### src/rtl/opx_pkg.sv
package opx_pkg;

   localparam int IW    = 12;
   localparam int NSTEP = 4;

   typedef enum logic [1:0] {
      GRP_NONE = 2'd0,
      GRP_ONE  = 2'd1,
      GRP_TWO  = 2'd2
   } grp_e;

   // opcode 7 in the top three bits; bit 3 (instr[8]) picks the group,
   // bit 11 (instr[0]) must be clear for group 2
   function automatic grp_e classify(input logic [IW-1:0] ir);
      grp_e g;
      if (ir[11:9] != 3'b111)
         g = GRP_NONE;
      else if (!ir[8])
         g = GRP_ONE;
      else if (!ir[0])
         g = GRP_TWO;
      else
         g = GRP_NONE;
      return g;
   endfunction

endpackage

### src/rtl/opx_pick.sv
module opx_pick #(
   parameter int N = 4
) (
   input  logic [N-1:0] pend,
   output logic [N-1:0] first,
   output logic         last
);

   if (N < 1) begin : g_bad_n
      $error("opx_pick: N must be at least 1");
   end

   logic [N:0] seen;
   assign seen[0] = 1'b0;

   for (genvar i = 0; i < N; i++) begin : g_chain
      assign seen[i+1] = seen[i] | pend[i];
      assign first[i]  = pend[i] & ~seen[i];
   end

   assign last = ((pend & ~first) == '0);

endmodule

### src/rtl/opx_g1.sv
module opx_g1 #(
   parameter int DW         = 12,
   parameter bit DOUBLE_ROT = 1'b1
) (
   input  logic [7:0]    ctl,   // instruction bits 4..11 = instr[7:0]
   input  logic [DW-1:0] ac,
   input  logic          lk,
   input  logic [3:0]    slot,  // one-hot active step
   output logic [DW-1:0] ac_nx,
   output logic          lk_nx
);

   if (DW < 2) begin : g_bad_dw
      $error("opx_g1: DW must be at least 2");
   end

   logic twice;
   if (DOUBLE_ROT) begin : g_dbl
      assign twice = ctl[1];          // bit 10
   end else begin : g_sgl
      assign twice = 1'b0;
   end

   logic [DW:0] v, rr1, rr2, rl1, rl2, rot, sum;

   always_comb begin
      v   = {lk, ac};
      rr1 = {v[0], v[DW:1]};
      rr2 = {rr1[0], rr1[DW:1]};
      rl1 = {v[DW-1:0], v[DW]};
      rl2 = {rl1[DW-1:0], rl1[DW]};
      case ({ctl[3], ctl[2]})           // bit 8 right, bit 9 left
         2'b10:   rot = twice ? rr2 : rr1;
         2'b01:   rot = twice ? rl2 : rl1;
         default: rot = v;
      endcase
      sum = {1'b0, ac} + {{DW{1'b0}}, 1'b1};
   end

   always_comb begin
      ac_nx = ac;
      lk_nx = lk;
      if (slot[0]) begin
         if (ctl[7]) ac_nx = '0;        // bit 4
         if (ctl[6]) lk_nx = 1'b0;      // bit 5
      end
      if (slot[1]) begin
         if (ctl[5]) ac_nx = ~ac;       // bit 6
         if (ctl[4]) lk_nx = ~lk;       // bit 7
      end
      if (slot[2]) begin
         ac_nx = sum[DW-1:0];
         lk_nx = lk ^ sum[DW];
      end
      if (slot[3]) begin
         {lk_nx, ac_nx} = rot;
      end
   end

endmodule

### src/rtl/opx_g2.sv
module opx_g2 #(
   parameter int DW = 12
) (
   input  logic [5:0]    fld,   // instruction bits 4..9 = instr[7:2]
   input  logic [DW-1:0] ac,
   input  logic          lk,
   input  logic [DW-1:0] sw,
   input  logic [2:0]    slot,  // test, clear, or-switch
   output logic [DW-1:0] ac_nx,
   output logic          hit
);

   if (DW < 2) begin : g_bad_dw
      $error("opx_g2: DW must be at least 2");
   end

   logic neg, zero, any;

   always_comb begin
      neg  = ac[DW-1];
      zero = (ac == '0);
      any  = (fld[4] & neg) | (fld[3] & zero) | (fld[2] & lk);
      hit  = fld[1] ? ~any : any;
   end

   always_comb begin
      ac_nx = ac;
      if (slot[1] && fld[5]) ac_nx = '0;
      if (slot[2] && fld[0]) ac_nx = ac | sw;
   end

endmodule

### src/rtl/opx_exec.sv
module opx_exec #(
   parameter int DW         = 12,
   parameter bit DOUBLE_ROT = 1'b1
) (
   input  logic          clk,
   input  logic          rst_n,
   input  logic          start,
   input  logic [11:0]   instr,
   input  logic [DW-1:0] ac_in,
   input  logic          link_in,
   input  logic [DW-1:0] sw_in,
   output logic [DW-1:0] ac_out,
   output logic          link_out,
   output logic          skip_out,
   output logic          halt_out,
   output logic          done
);
   import opx_pkg::*;

   localparam int NS = NSTEP;

   if (DW < 2) begin : g_bad_dw
      $error("opx_exec: DW must be at least 2");
   end

   grp_e          grp_in, grp_r;
   logic [NS-1:0] mask_in, pend, first;
   logic          last, busy;
   logic [7:0]    ir_r;
   logic [DW-1:0] ac_r, sw_r, g1_ac, g2_ac;
   logic          lk_r, g1_lk, g2_hit, skip_r, halt_r, done_r;

   assign grp_in = classify(instr);

   always_comb begin
      case (grp_in)
         GRP_ONE: mask_in = {instr[3] | instr[2], instr[0],
                             instr[5] | instr[4], instr[7] | instr[6]};
         GRP_TWO: mask_in = {1'b0, instr[2], instr[7], 1'b1};
         default: mask_in = '0;
      endcase
   end

   opx_pick #(.N(NS)) u_pick (
      .pend  (pend),
      .first (first),
      .last  (last)
   );

   opx_g1 #(.DW(DW), .DOUBLE_ROT(DOUBLE_ROT)) u_g1 (
      .ctl   (ir_r),
      .ac    (ac_r),
      .lk    (lk_r),
      .slot  (first),
      .ac_nx (g1_ac),
      .lk_nx (g1_lk)
   );

   opx_g2 #(.DW(DW)) u_g2 (
      .fld   (ir_r[7:2]),
      .ac    (ac_r),
      .lk    (lk_r),
      .sw    (sw_r),
      .slot  (first[2:0]),
      .ac_nx (g2_ac),
      .hit   (g2_hit)
   );

   always_ff @(posedge clk or negedge rst_n) begin
      if (!rst_n) begin
         grp_r  <= GRP_NONE;
         ir_r   <= '0;
         ac_r   <= '0;
         sw_r   <= '0;
         lk_r   <= 1'b0;
         pend   <= '0;
         busy   <= 1'b0;
         skip_r <= 1'b0;
         halt_r <= 1'b0;
         done_r <= 1'b0;
      end else begin
         done_r <= 1'b0;
         if (start && !busy) begin
            grp_r  <= grp_in;
            ir_r   <= instr[7:0];
            ac_r   <= ac_in;
            sw_r   <= sw_in;
            lk_r   <= link_in;
            pend   <= mask_in;
            busy   <= 1'b1;
            skip_r <= 1'b0;
            halt_r <= 1'b0;
         end else if (busy) begin
            case (grp_r)
               GRP_ONE: begin
                  ac_r <= g1_ac;
                  lk_r <= g1_lk;
               end
               GRP_TWO: begin
                  ac_r <= g2_ac;
                  if (first[0]) skip_r <= g2_hit;
               end
               default: ;
            endcase
            pend <= pend & ~first;
            if (last) begin
               busy   <= 1'b0;
               done_r <= 1'b1;
               halt_r <= (grp_r == GRP_TWO) && ir_r[1];
            end
         end
      end
   end

   assign ac_out   = ac_out_w();
   assign link_out = lk_r;
   assign skip_out = skip_r;
   assign halt_out = halt_r;
   assign done     = done_r;

   function automatic logic [DW-1:0] ac_out_w();
      return ac_r;
   endfunction


   start_idle_chk: assert property (@(posedge clk) disable iff (!rst_n)
      start |-> !busy);


   one_step_chk: assert property (@(posedge clk) disable iff (!rst_n)
      (busy && pend != '0) |=> $countones(pend) == $past($countones(pend)) - 1);


   done_pulse_chk: assert property (@(posedge clk) disable iff (!rst_n)
      done |=> !done);


   hold_after_chk: assert property (@(posedge clk) disable iff (!rst_n)
      (!busy && !start) |=> ($stable(ac_out) && $stable(link_out) && $stable(skip_out)));


   g2_link_chk: assert property (@(posedge clk) disable iff (!rst_n)
      (busy && grp_r == GRP_TWO) |=> $stable(link_out));


   none_grp_chk: assert property (@(posedge clk) disable iff (!rst_n)
      (busy && grp_r == GRP_NONE) |=> (done && $stable(ac_out) && !skip_out && !halt_out));


   halt_grp_chk: assert property (@(posedge clk) disable iff (!rst_n)
      $rose(halt_out) |-> (done && grp_r == GRP_TWO));

endmodule

### config.mk
export PLATFORM = sky130hd
export DESIGN_NAME = opx_exec
export DESIGN_NICKNAME = d
export VERILOG_FILES = /design/src/rtl/opx_pkg.sv /design/src/rtl/opx_pick.sv /design/src/rtl/opx_g1.sv /design/src/rtl/opx_g2.sv /design/src/rtl/opx_exec.sv
export SDC_FILE = /design/constraint.sdc
export NUM_CORES = 1
export LEC_CHECK = 0
export CAP_MARGIN = 20
export CELL_PAD_IN_SITES_DETAIL_PLACEMENT = 1
export CELL_PAD_IN_SITES_GLOBAL_PLACEMENT = 1
export CORE_AREA = 2 2 89 91
export CTS_CLUSTER_DIAMETER = 60
export DETAILED_ROUTE_END_ITERATION = 8
export DIE_AREA = 0 0 91 93
export PLACE_DENSITY = 0.95
export SLEW_MARGIN = 20
export SYNTH_ARGS = -nofsm -noshare
export SYNTH_HDL_FRONTEND = slang
export SYNTH_SLANG_ARGS = --single-unit
export TNS_END_PERCENT = 50
### constraint.sdc
create_clock -name clk -period 5.3 [get_ports clk]
set_clock_uncertainty 0.05 [all_clocks]
set_input_delay 0.53 -clock clk [delete_from_list [all_inputs] [get_ports clk]]
set_output_delay 0.53 -clock clk [all_outputs]
set_load 0.005 [all_outputs]
# Word-level counts from Yosys, hierarchy flattened
# Cells that the tools add are included.
# totals
register_bits	43
latchBits	0
mem_bits_rw	0
rom_bits	0
input_bits	40
out_inout_bits	16
elab_cells	104
mem_count	0
# op_classes
n_addsub	1
n_mul	0
div_mod_pow	0
n_lt_le_gt_ge	0
eq_ne	10
n_shift	0
mux	43
n_bitwise	23
reduce_logical	17
# ops
op	count
$mux 12	10
$mux 13	2
$pmux 13 s2	1
$pmux 12 s2	1
$mux 1	23
$add 12x1->13 const B	1
$logic_not 12->1	1
$not 12->12	1
$or 12x12->12	1
$reduce_bool 2->1	5
$mux 4	2
$ne 4x2->1 const B	2
$pmux 4 s2	1
$or 1x1->1	7
$and 1x1->1	6
$eq 2x1->1 const B	3
$eq 2x2->1 const B	3
$mux 2	3
$reduce_and 3->1	2
$ne 5x3->1 const B	1
$not 1->1	5
$and 4x4->4	1
$logic_and 1x1->1	4
$logic_not 4->1	1
7 further kinds	7

# Depth between registers and ports, before layout
# Gate-level depths: netlist (run 1).
# logic_depth
ltp_word	10
mapped_depth	9
mapped_depth_nobuf	7

# Modules after synthesis
# A second synthesis (run 1) with hierarchy kept.
# hier_totals
cells_unflattened	443
area_unflattened_um2	3709.8
# by_module_without_submodules
mod	n_inst	cells_each	area_each_um2	seq_area_each_um2
opx_exec	1	222	2112.0	1076.0
opx_g1	1	174	1311.3	0.0
opx_g2	1	40	232.7	0.0
opx_pick	1	7	53.8	0.0

# Worst setup path after synthesis (run 1)
# No wires, ideal clock.
# synth_path
kind	register -> register
start	register ir_r[3]
end	register ac_r[4], in the netlist ac_out[4]
setup_time_ns	0.134
arrival_time_ns	2.037
required_ns	5.116
setup_slack_ns	3.080
stages_incl_launch_ff	8
path_buffers	2
synth_period_minus_slack_ns	2.220
path_cell_list	dfrtp_1 -> inv_1 -> ha_1 -> clkbuf_2 -> buf_2 -> mux4_2 -> a2111oi_0 -> o21ai_1
# synth_via
elab_chain_cells	6
word_cells_on_any_way	9
cone_classes	eq/ne: 3; mux: 5; reduce/logical: 1
# synth_lines
item	line_no	source
from (decl)	opx_exec.sv:29	logic [7:0] ir_r;
from (signal assigned)	opx_exec.sv:85	ir_r <= instr[7:0];
$eq 2x1->1 or $eq 2x2->1 (tied branches)	opx_g1.sv:32	case ({ctl[3], ctl[2]})
$pmux 13 s2	opx_g1.sv:32	
$mux 12	opx_g1.sv:55	if (slot[3]) begin
$pmux 12 s2	opx_exec.sv:94	case (grp_r)
$mux 12	opx_exec.sv:93	end else if (busy) begin
$mux 12	opx_exec.sv:83	if (start && !busy) begin
to (signal assigned)	opx_exec.sv:86	ac_r <= ac_in;
to (signal assigned)	opx_exec.sv:96	ac_r <= g1_ac;
to (signal assigned)	opx_exec.sv:100	ac_r <= g2_ac;
to (decl)	opx_exec.sv:30	logic [DW-1:0] ac_r, sw_r, g1_ac, g2_ac;
# Parallel ways exist; a longest one is shown, timed or not. The select of a mux whose other input is x is not followed.
# A chain may end at the register's enable or synchronous reset.

# Worst setup path after layout (run 1)
# layout_path
start	register ir_r[3]
end	register ac_r[5], in the netlist ac_out[5]
# Same word-level chain as after synthesis.

==> out/qor.yml, run 1 <==
power:
  ir_drop_mv: 0.246
  p_leak_nw: 1.54
  power.density_nw_per_um2: 494
synth:
  netlist_area_sq_um: 3120
  yosys_most_used_dff: "dfrtp_1"
  mappedNetlistNets: 414
  avgSynthCellArea_sq_um: 8.43
  syn_inst: 370
  ys_top_cells_by_area: "dfrtp_1, nand2_1, mux4_2"
  synthDistinctLibCells: 68
  yosys.area.top_type: "dfrtp_1"
  yosysWarnings: 0
  ys_ff_latch: 42
  synth-seq-area-share_pct: 33.7
  synth_edf_count: 0
  async_reset_ff_share_pct: 100
  synth_top_area_share_pct: 33.7
clock_network:
  htreeDepth: 2
  clock_sinks: 42
  cts_tree: "yes"
  clk_path_buf_depth: 2
  postCtsSetupBuffers: 0
  post_cts_resized: 0
  cts_hold_buf: 0
  cts_buffers: 5
  clk_latency_ps: 300
  path_clk_slew_ps: 90
  clock-root-buffer: "clkbuf_8"
critical_path:
  critical_path.startpoint_type: "flop"
  max_stage_delay_ps: 740
  slowest_stage: "ha_1"
  worst_ep_required_time_ps: 5420
  cp.arrival_ps: 2870
  endpoint_kind: "flop"
  critical_path.max_fanout: 14
  worstSetupPathType: "reg -> reg"
  reg2reg_depth: 5
  path_cells: "inv_1 -> ha_1 -> mux4_2 -> a2111oi_0 -> o21ai_1"
floorplan:
  row_count: 32
  die_area_sq_um: 8460
  io_pins: 56
  start_util_pct: 41.4
  die_y_um: 93
  fp.coreArea_sq_um: 7530
  die_w_um: 91
outcome:
  outcome: "finished clean"
timing:
  slew_viol_final: 0
  worst_slew_pin_slew_ps: 974
  fin_crit_sh_pct: 51.9
  fmax_mhz: 364
  rsz0062_at_grt: "false"
  timing.final.ws_setup_ps: 2550
  holdWs_ps: 335
  finalCriticalPeriod_ps: 2750
  tns_ps: 0
  max-slew-margin-rel_pct: 34.1
  setup_viol: 0
  finalHoldViolations: 0
cells_and_area:
  fin_nets: 446
  area_growth_pct: 20.1
  num_antenna_cells: 0
  final.fill_count: 914
  layout-drive-gt1-share_pct: 9.93
routing:
  wl_per_cell_um: 22.1
  routed_via_density: 6.41
  ant_nets: 0
  routed_wl_um: 11200
  dr.pass1.iters: 5
  drc: 0
  vias: 3239
  drt_iter0_drc: 356
global_routing:
  grt_pass1_wl_um: 18200
  grt_use_total_pct: 27.0
  grt_overflow: 0
  grt_pass1_vias: 3282
  antenna_found_initial: 0
  grt_max_degree: 43
place:
  gp_congestion: 0.959
  pre_cts_ws_ps: 2710
  io_buffers: 55
  hpwl_um: 7620
job:
  cap_violations: 0
hold_path:
  hold_class: "in -> async"
==> critical path, delay by kind of cell (launching register included) <==
| kind | cells | cell delay [ps] |
|---|---|---|
| compound gates | 2 | 690 |
| flops | 1 | 410 |
| fa+ha+maj | 1 | 740 |
| mux | 1 | 590 |
| buf+inv | 1 | 130 |
==> through the flow <==
| stage | cell area (sq um) | std cells | total power [mW] | util (%) |
|---|---|---|---|---|
| after floorplan | 3120 | 370 | 1.24 | - |
| after global placement | 3650 | 497 | 1.53 | 48.5 |
| after detailed placement | 3650 | 497 | 1.58 | 48.5 |
| after CTS | 3750 | 505 | 1.83 | 49.8 |
| after global routing | 3750 | 505 | 1.97 | 49.8 |
| final | 3750 | 505 | 1.85 | 49.8 |
==> cells in the final DEF, fill, tap and decap left out, drive strengths merged, types with 4 or more instances in the layout <==
cell           instances
nor4                   5
mux4                  13
o311ai                 4
nor3                   9
nand2                 82
dfrtp                 42
a211oi                 7
clkdlybuf4s50         54
nand4                  6
nor2                  30
o21ai                 32
nand2b                 8
buf                    4
inv                   10
a21oi                  9
nand3                 14
clkbuf                 7
ha                     4
==> worst paths after layout <==
path                         endpoint    start  slack, ps
setup / recovery            ac_out[5]  ir_r[3]       2550
hold / removal                   done    rst_n        330
setup reg to reg            ac_out[5]  ir_r[3]       2550
hold reg to reg               sw_r[8]  sw_r[8]        440
max in group asynchronous  ac_out[11]    rst_n       4260
min in group clk              sw_r[8]  sw_r[8]        440
==> Yosys cell counts (3+ instances only) <==
master	n
nor2_1	30
o21a_1	3
ha_1	4
a31oi_1	3
o21ai_1	6
mux4_2	13
clkbuf_1	20
nor3_1	8
buf_6	4
o21ai_0	26
nor4_1	5
nand2_1	81
a2111oi_0	3
nand4_1	6
buf_2	4
o22ai_1	3
dfrtp_1	42
o211ai_1	3
nand2b_1	8
inv_1	9
a21oi_1	8
nand3_1	14
a211oi_1	6
o311a_1	3
==> cell families (layout without fill, tap and decap cells) <==
group / Yosys count / count (layout) / share of synthesized area [%]
and+or+nand+nor: 173 / 173 / 26.2
DFF: 42 / 42 / 33.7
adders and majority gates: 4 / 4 / 1.60
muxes: 15 / 15 / 10.1
AOI/OAI and AO/OA: 92 / 92 / 21.5
xor gates and xnor gates: 2 / 2 / 0.562
buffers and inverters: 42 / 75 / 6.38
==> flip-flops by register name (all words and copies together) (netlist names) <==
| signal | count |
|---|---|
| grp_r | 2 |
| busy | 1 |
| ac_out | 12 |
| ir_r | 7 |
| halt_out | 1 |
| done | 1 |
| pend | 4 |
| link_out | 1 |
| skip_out | 1 |
| sw_r | 12 |
==> metal layers <==
metal | global-route usage (%) | share of wire (%)
met5 | 0 | 0
met4 | 10.7 | 3.7
met2 | 43.5 | 47
met3 | 3.79 | 7.8
met1 | 37.0 | 41
==> cell type report <==
cell class	count	area (sq um)	area share, %
clock inverter	1	8.76	0.234
inverter	9	33.8	0.902
tap	102	128	3.41
clock buffer	7	86.3	2.30
timing repair buffer	58	568	15.2
multi-input combinational	286	1870	50.0
sequential	42	1050	28.0
==> power breakdown <==
part           switching (mW)  internal (mW)
Clock                   0.119          0.108
Sequential              0.302          0.447
Combinational           0.413          0.460
(Power assumes the default switching activity.)
==> run 2, diff against run 1 <==
--- a/config.mk
+++ b/config.mk
@@ -8,11 +8,11 @@
 export CAP_MARGIN = 20
 export CELL_PAD_IN_SITES_DETAIL_PLACEMENT = 1
 export CELL_PAD_IN_SITES_GLOBAL_PLACEMENT = 1
-export CORE_AREA = 2 2 89 91
+export CORE_AREA = 2 2 92 94
 export CTS_CLUSTER_DIAMETER = 60
 export DETAILED_ROUTE_END_ITERATION = 8
-export DIE_AREA = 0 0 91 93
-export PLACE_DENSITY = 0.95
+export DIE_AREA = 0 0 94 96
+export PLACE_DENSITY = 0.9
 export SLEW_MARGIN = 20
 export SYNTH_ARGS = -nofsm -noshare
 export SYNTH_HDL_FRONTEND = slang
==> constraint.sdc (replaced) <==
create_clock -name clk -period 2.7 [get_ports clk]
set_clock_uncertainty 0.05 [all_clocks]
set_input_delay 0.27 -clock clk [delete_from_list [all_inputs] [get_ports clk]]
set_output_delay 0.27 -clock clk [all_outputs]
set_load 0.005 [all_outputs]
==> run 2 against run 1 <==
  * Sequential cell count unchanged
  * Critical path depth up 2
  * Global-route usage down 1.8 points
  * First-iteration DRC count down 7.9%
  * Combinational power up 100%
  * Wire length down 3.2%
  * Total power up 100%
  * Sequential share of layout area down 0.65 points
  * Setup slack worse by 2200 ps
  * Design area up 2.4%
  * Worst hold slack worse by 270 ps
  * Sequential power up 92%
  * Highest routed layer unchanged
==> out/qor.yml, run 2 (synthesized netlist as in run 1, its figures left out) <==
routing:
  drt_iter0_drc: 328
  dr.pass1.iters: 5
  vias: 3234
  wl_per_cell_um: 20.9
  ant_nets: 0
  routed_via_density: 6.26
  drc: 0
  routed_wl_um: 10800
cells_and_area:
  fin_cells: 517
  num_antenna_cells: 0
  fin_nets: 455
  final.fill_count: 963
  final_cell_mix: "nand2_1, clkdlybuf4s50_1, dfrtp_1"
  final_common_cell: "nand2_1"
  layout-drive-gt1-share_pct: 12.1
  area_growth_pct: 23.0
critical_path:
  cp.arrival_ps: 2550
  critical_path.startpoint_type: "flop"
  worstSetupPathType: "reg -> reg"
  worst_ep_required_time_ps: 2850
  critical_path.max_fanout: 9
  endpoint_kind: "flop"
clock_network:
  clock_sinks: 42
  clk_latency_ps: 310
  clk_path_buf_depth: 2
  htreeDepth: 2
  cts_tree: "yes"
  post_cts_resized: 0
  cts_buffers: 5
  path_clk_slew_ps: 90
  cts_hold_buf: 0
  clock-root-buffer: "clkbuf_8"
  postCtsSetupBuffers: 0
timing:
  finalHoldViolations: 0
  fin_crit_sh_pct: 88.8
  rsz0062_at_grt: "false"
  fmax_mhz: 417
  setup_viol: 0
  tns_ps: 0
  slew_viol_final: 0
  max-slew-margin-rel_pct: 32.9
  worst_slew_pin_slew_ps: 1010
  finalCriticalPeriod_ps: 2400
floorplan:
  io_pins: 56
  start_util_pct: 38.7
  die_area_sq_um: 9020
  die_y_um: 96
  fp.coreArea_sq_um: 8050
  row_count: 33
  die_w_um: 94
global_routing:
  grt_pass1_vias: 3307
  grt_overflow: 0
  antenna_found_initial: 0
  grt_max_degree: 43
  grt_pass1_wl_um: 17400
  grt_use_total_pct: 25.2
place:
  gp_congestion: 0.949
  hpwl_um: 7840
  placedCellCount: 509
  io_buffers: 55
hold_path:
  hold_class: "in -> async"
power:
  p_leak_nw: 1.60
  ir_drop_mv: 0.395
  power.density_nw_per_um2: 974
job:
  cap_violations: 0
outcome:
  outcome: "finished clean"
run 2: layout make-up:
class / instances / area (sq um) / area share, %
well taps: 105 / 131 / 3.42
clock buffers: 5 / 68.8 / 1.79
multi-input cells: 286 / 1870 / 48.8
flip-flops and latches: 42 / 1050 / 27.4
inverters: 9 / 33.8 / 0.881
clock inverters: 3 / 43.8 / 1.14
repair buffers: 67 / 636 / 16.6
run 2: power by group:
part | internal, mW | total (mW) | switching (mW)
sequential | 0.879 | 1.44 | 0.558
combinational | 0.944 | 1.77 | 0.826
clock | 0.278 | 0.532 | 0.254
total | 2.10 | 3.74 | 1.64
run 2: stage by stage:
step | utilization (%) | total power [mW] | setup WS, ps | area (sq um) | hold WS (ps)
after floorplan | - | 2.43 | 480 | 3120 | -75.6
after global placement | 46.2 | 3.07 | 425 | 3720 | 407
after detailed placement | 46.2 | 3.17 | 352 | 3720 | 418
after CTS | 47.6 | 3.72 | 316 | 3840 | 100
after global routing | 47.6 | 3.97 | 171 | 3840 | 137
final | 47.6 | 3.74 | 302 | 3840 | 69.2
run 2: final timing paths:
path	startpoint	slack, ps	endpoint	cells after the start
worst max-delay path	ir_r[3]	300	ac_out[11]	7
max in group asynchronous	rst_n	1900	ac_out[1]	1
worst min register to register	sw_r[4]	430	sw_r[4]	2
worst min-delay path	rst_n	70	halt_out	1
min in group clk	sw_in[4]	430	sw_r[4]	3
worst max register to register	ir_r[3]	300	ac_out[11]	7
run 2: per-layer routing:
| layer | vias up | share of wire, % | GRT usage [%] |
|---|---|---|---|
| met5 | - | 0 | 0 |
| met2 | 178 | 48 | 42.1 |
| met4 | 0 | 2.4 | 9.18 |
| met1 | 1595 | 42 | 32.4 |
| li1 | 1431 | - | - |
| met3 | 30 | 7.5 | 5.32 |
run 2: worst max-delay path, cell delays in order (launching register included):
cell      delay (ps)
dfrtp_1          390
inv_1            110
ha_1             520
mux4_2           580
o21ai_0          280
o211ai_1         140
o21ai_0          110
o31ai_1          110
==> run 3, diff against run 2 <==
--- a/config.mk
+++ b/config.mk
@@ -8,13 +8,14 @@
 export CAP_MARGIN = 20
 export CELL_PAD_IN_SITES_DETAIL_PLACEMENT = 1
 export CELL_PAD_IN_SITES_GLOBAL_PLACEMENT = 1
-export CORE_AREA = 2 2 92 94
+export CORE_AREA = 8 8 105 107
 export CTS_CLUSTER_DIAMETER = 60
 export DETAILED_ROUTE_END_ITERATION = 8
-export DIE_AREA = 0 0 94 96
+export DIE_AREA = 0 0 113 115
 export PLACE_DENSITY = 0.9
 export SLEW_MARGIN = 20
 export SYNTH_ARGS = -nofsm -noshare
 export SYNTH_HDL_FRONTEND = slang
+export SYNTH_HIERARCHICAL = 1
 export SYNTH_SLANG_ARGS = --single-unit
 export TNS_END_PERCENT = 50
==> run 3 against run 2 <==
  * Setup slack got worse by 96 ps
  * Final cell count grew 16%
  * Design area grew 15%
  * Synthesized cell count up 19%
  * Sequential share of layout area decreased by 3.7 points
  * Critical endpoint is now ac_out[5]
  * Largest cell class unchanged
  * Largest power group unchanged
==> out/qor.yml, run 3 <==
timing:
  holdWs_ps: 432
  rsz0062_at_grt: "false"
  fin_crit_sh_pct: 92.4
  finalCriticalPeriod_ps: 2490
  max-slew-margin-rel_pct: 57.6
  fmax_mhz: 401
  worst_slew_pin_slew_ps: 636
  slew_viol_final: 0
  tns_ps: 0
  finalHoldViolations: 0
  setup_viol: 0
cells_and_area:
  num_antenna_cells: 0
  area_growth_pct: 20.6
  final.fill_count: 1146
  layout-drive-gt1-share_pct: 12.8
  final_cell_mix: "nand2_1, clkdlybuf4s50_1, dfrtp_1"
  final_common_cell: "nand2_1"
  stdcell_area_sq_um: 4430
  fin_nets: 531
floorplan:
  start_util_pct: 38.8
  die_area_sq_um: 13000
  row_count: 36
  die_w_um: 113
  io_pins: 56
  die_y_um: 115
  fp.coreArea_sq_um: 9460
power:
  ir_drop_mv: 0.441
  p_leak_nw: 2.01
  power.density_nw_per_um2: 1040
clock_network:
  htreeDepth: 2
  cts_buffers: 5
  clk_path_buf_depth: 2
  cts_tree: "yes"
  path_clk_slew_ps: 80
  post_cts_resized: 0
  clock-root-buffer: "clkbuf_8"
  postCtsSetupBuffers: 0
  clk_latency_ps: 300
  clock_sinks: 42
place:
  hpwl_um: 9150
  gp_congestion: 0.894
  io_buffers: 55
  placed_cell_area_sq_um: 4340
critical_path:
  cp.arrival_ps: 2630
  worstSetupPathType: "reg -> reg"
  startpoint: "pend[0]"
  critical_path.startpoint_type: "flop"
  timing.rr.end: "ac_out[5]"
  path_cells: "nor3b_2 -> buf_4 -> nand2b_1 -> and3_1 -> o32ai_1 -> a22o_1 -> a211o_1"
  rrSetupSlack_ps: 210
  max_stage_delay_ps: 540
  critical_path.max_fanout: 14
  endpoint_kind: "flop"
  slowest_stage: "dfrtp_1"
  reg2reg_depth: 7
  worst_ep_required_time_ps: 2840
  r2r_start: "pend[0]"
routing:
  vias: 3742
  routed_via_density: 6.24
  ant_nets: 0
  dr.pass1.iters: 5
  wl_per_cell_um: 20.7
  drt_iter0_drc: 272
  routed_wl_um: 12400
  drc: 0
global_routing:
  grt_overflow: 0
  grt_max_degree: 43
  grt_pass1_vias: 3816
  grt_use_total_pct: 19.1
  antenna_found_initial: 0
  grt_pass1_wl_um: 20100
hold_path:
  hold_end: "sw_r[7]"
  min_from: "sw_r[7]"
  worstHoldPathCells: 2
  hold_class: "reg -> reg"
synth:
  yosysWarnings: 6
  netlist_area_sq_um: 3670
  syn_inst: 439
  avgSynthCellArea_sq_um: 8.37
  mappedNetlistNets: 484
outcome:
  outcome: "finished clean"
job:
  cap_violations: 0
==> run 3: how the worst max path moves through the flow <==
stage                 to  slack, ps
5_1_grt        ac_out[8]        140
2_1_floorplan  ac_out[1]        310
6_report       ac_out[5]        210
3_5_place_dp   ac_out[9]        310
4_1_cts        ac_out[5]        280
3_3_place_gp   ac_out[3]        400
==> run 3: area by class of cell <==
class                      count  area [sq um]  share of cell area, %
clock buffer                   6          72.6                   1.64
inverter                       7          26.3                  0.593
clock inverter                 1          7.51                  0.169
multi-input combinational    349          2360                   53.2
timing repair buffer          81           771                   17.4
tap                          114           143                   3.22
sequential                    42          1050                   23.7
==> run 3: power breakdown <==
part	switching, mW	internal [mW]
combinational	1.52	1.32
sequential	0.456	0.886
clock	0.232	0.178
==> run 3: worst max-delay path, delay by kind of cell, from the launching register on <==
family | cells | cell delay [ps]
AO/OA/AOI/OAI | 3 | 610
AND/OR/NAND/NOR | 3 | 920
flip-flops | 1 | 540
buffers and inverters | 1 | 260
==> run 3: layer usage <==
metal | wire (um) | vias to the layer above | GRT usage [%]
met1 | 5250 | 1867 | 23.7
met3 | 690 | 26 | 2.21
met4 | 250 | 0 | 6.31
li1 | - | 1695 | -
met5 | 0 | - | 0
met2 | 6260 | 154 | 33.6
==> run 3: metrics by stage <==
step                total power, mW  utilization, %  instances  setup WS [ps]
global placement               3.99            45.8        592            404
detailed placement             4.13            45.8        592            306
finish                         4.59            46.8        600            206
floorplan                      3.13               -        439            312
global route                   4.87            46.8        600            135
CTS                            4.56            46.7        599            275
==> run 3: what timing repair did <==
item | in CTS | in global routing
hold buffers | 0 | 1
setup endpoints to repair | 0 | 0
hold endpoints to repair | 0 | 42
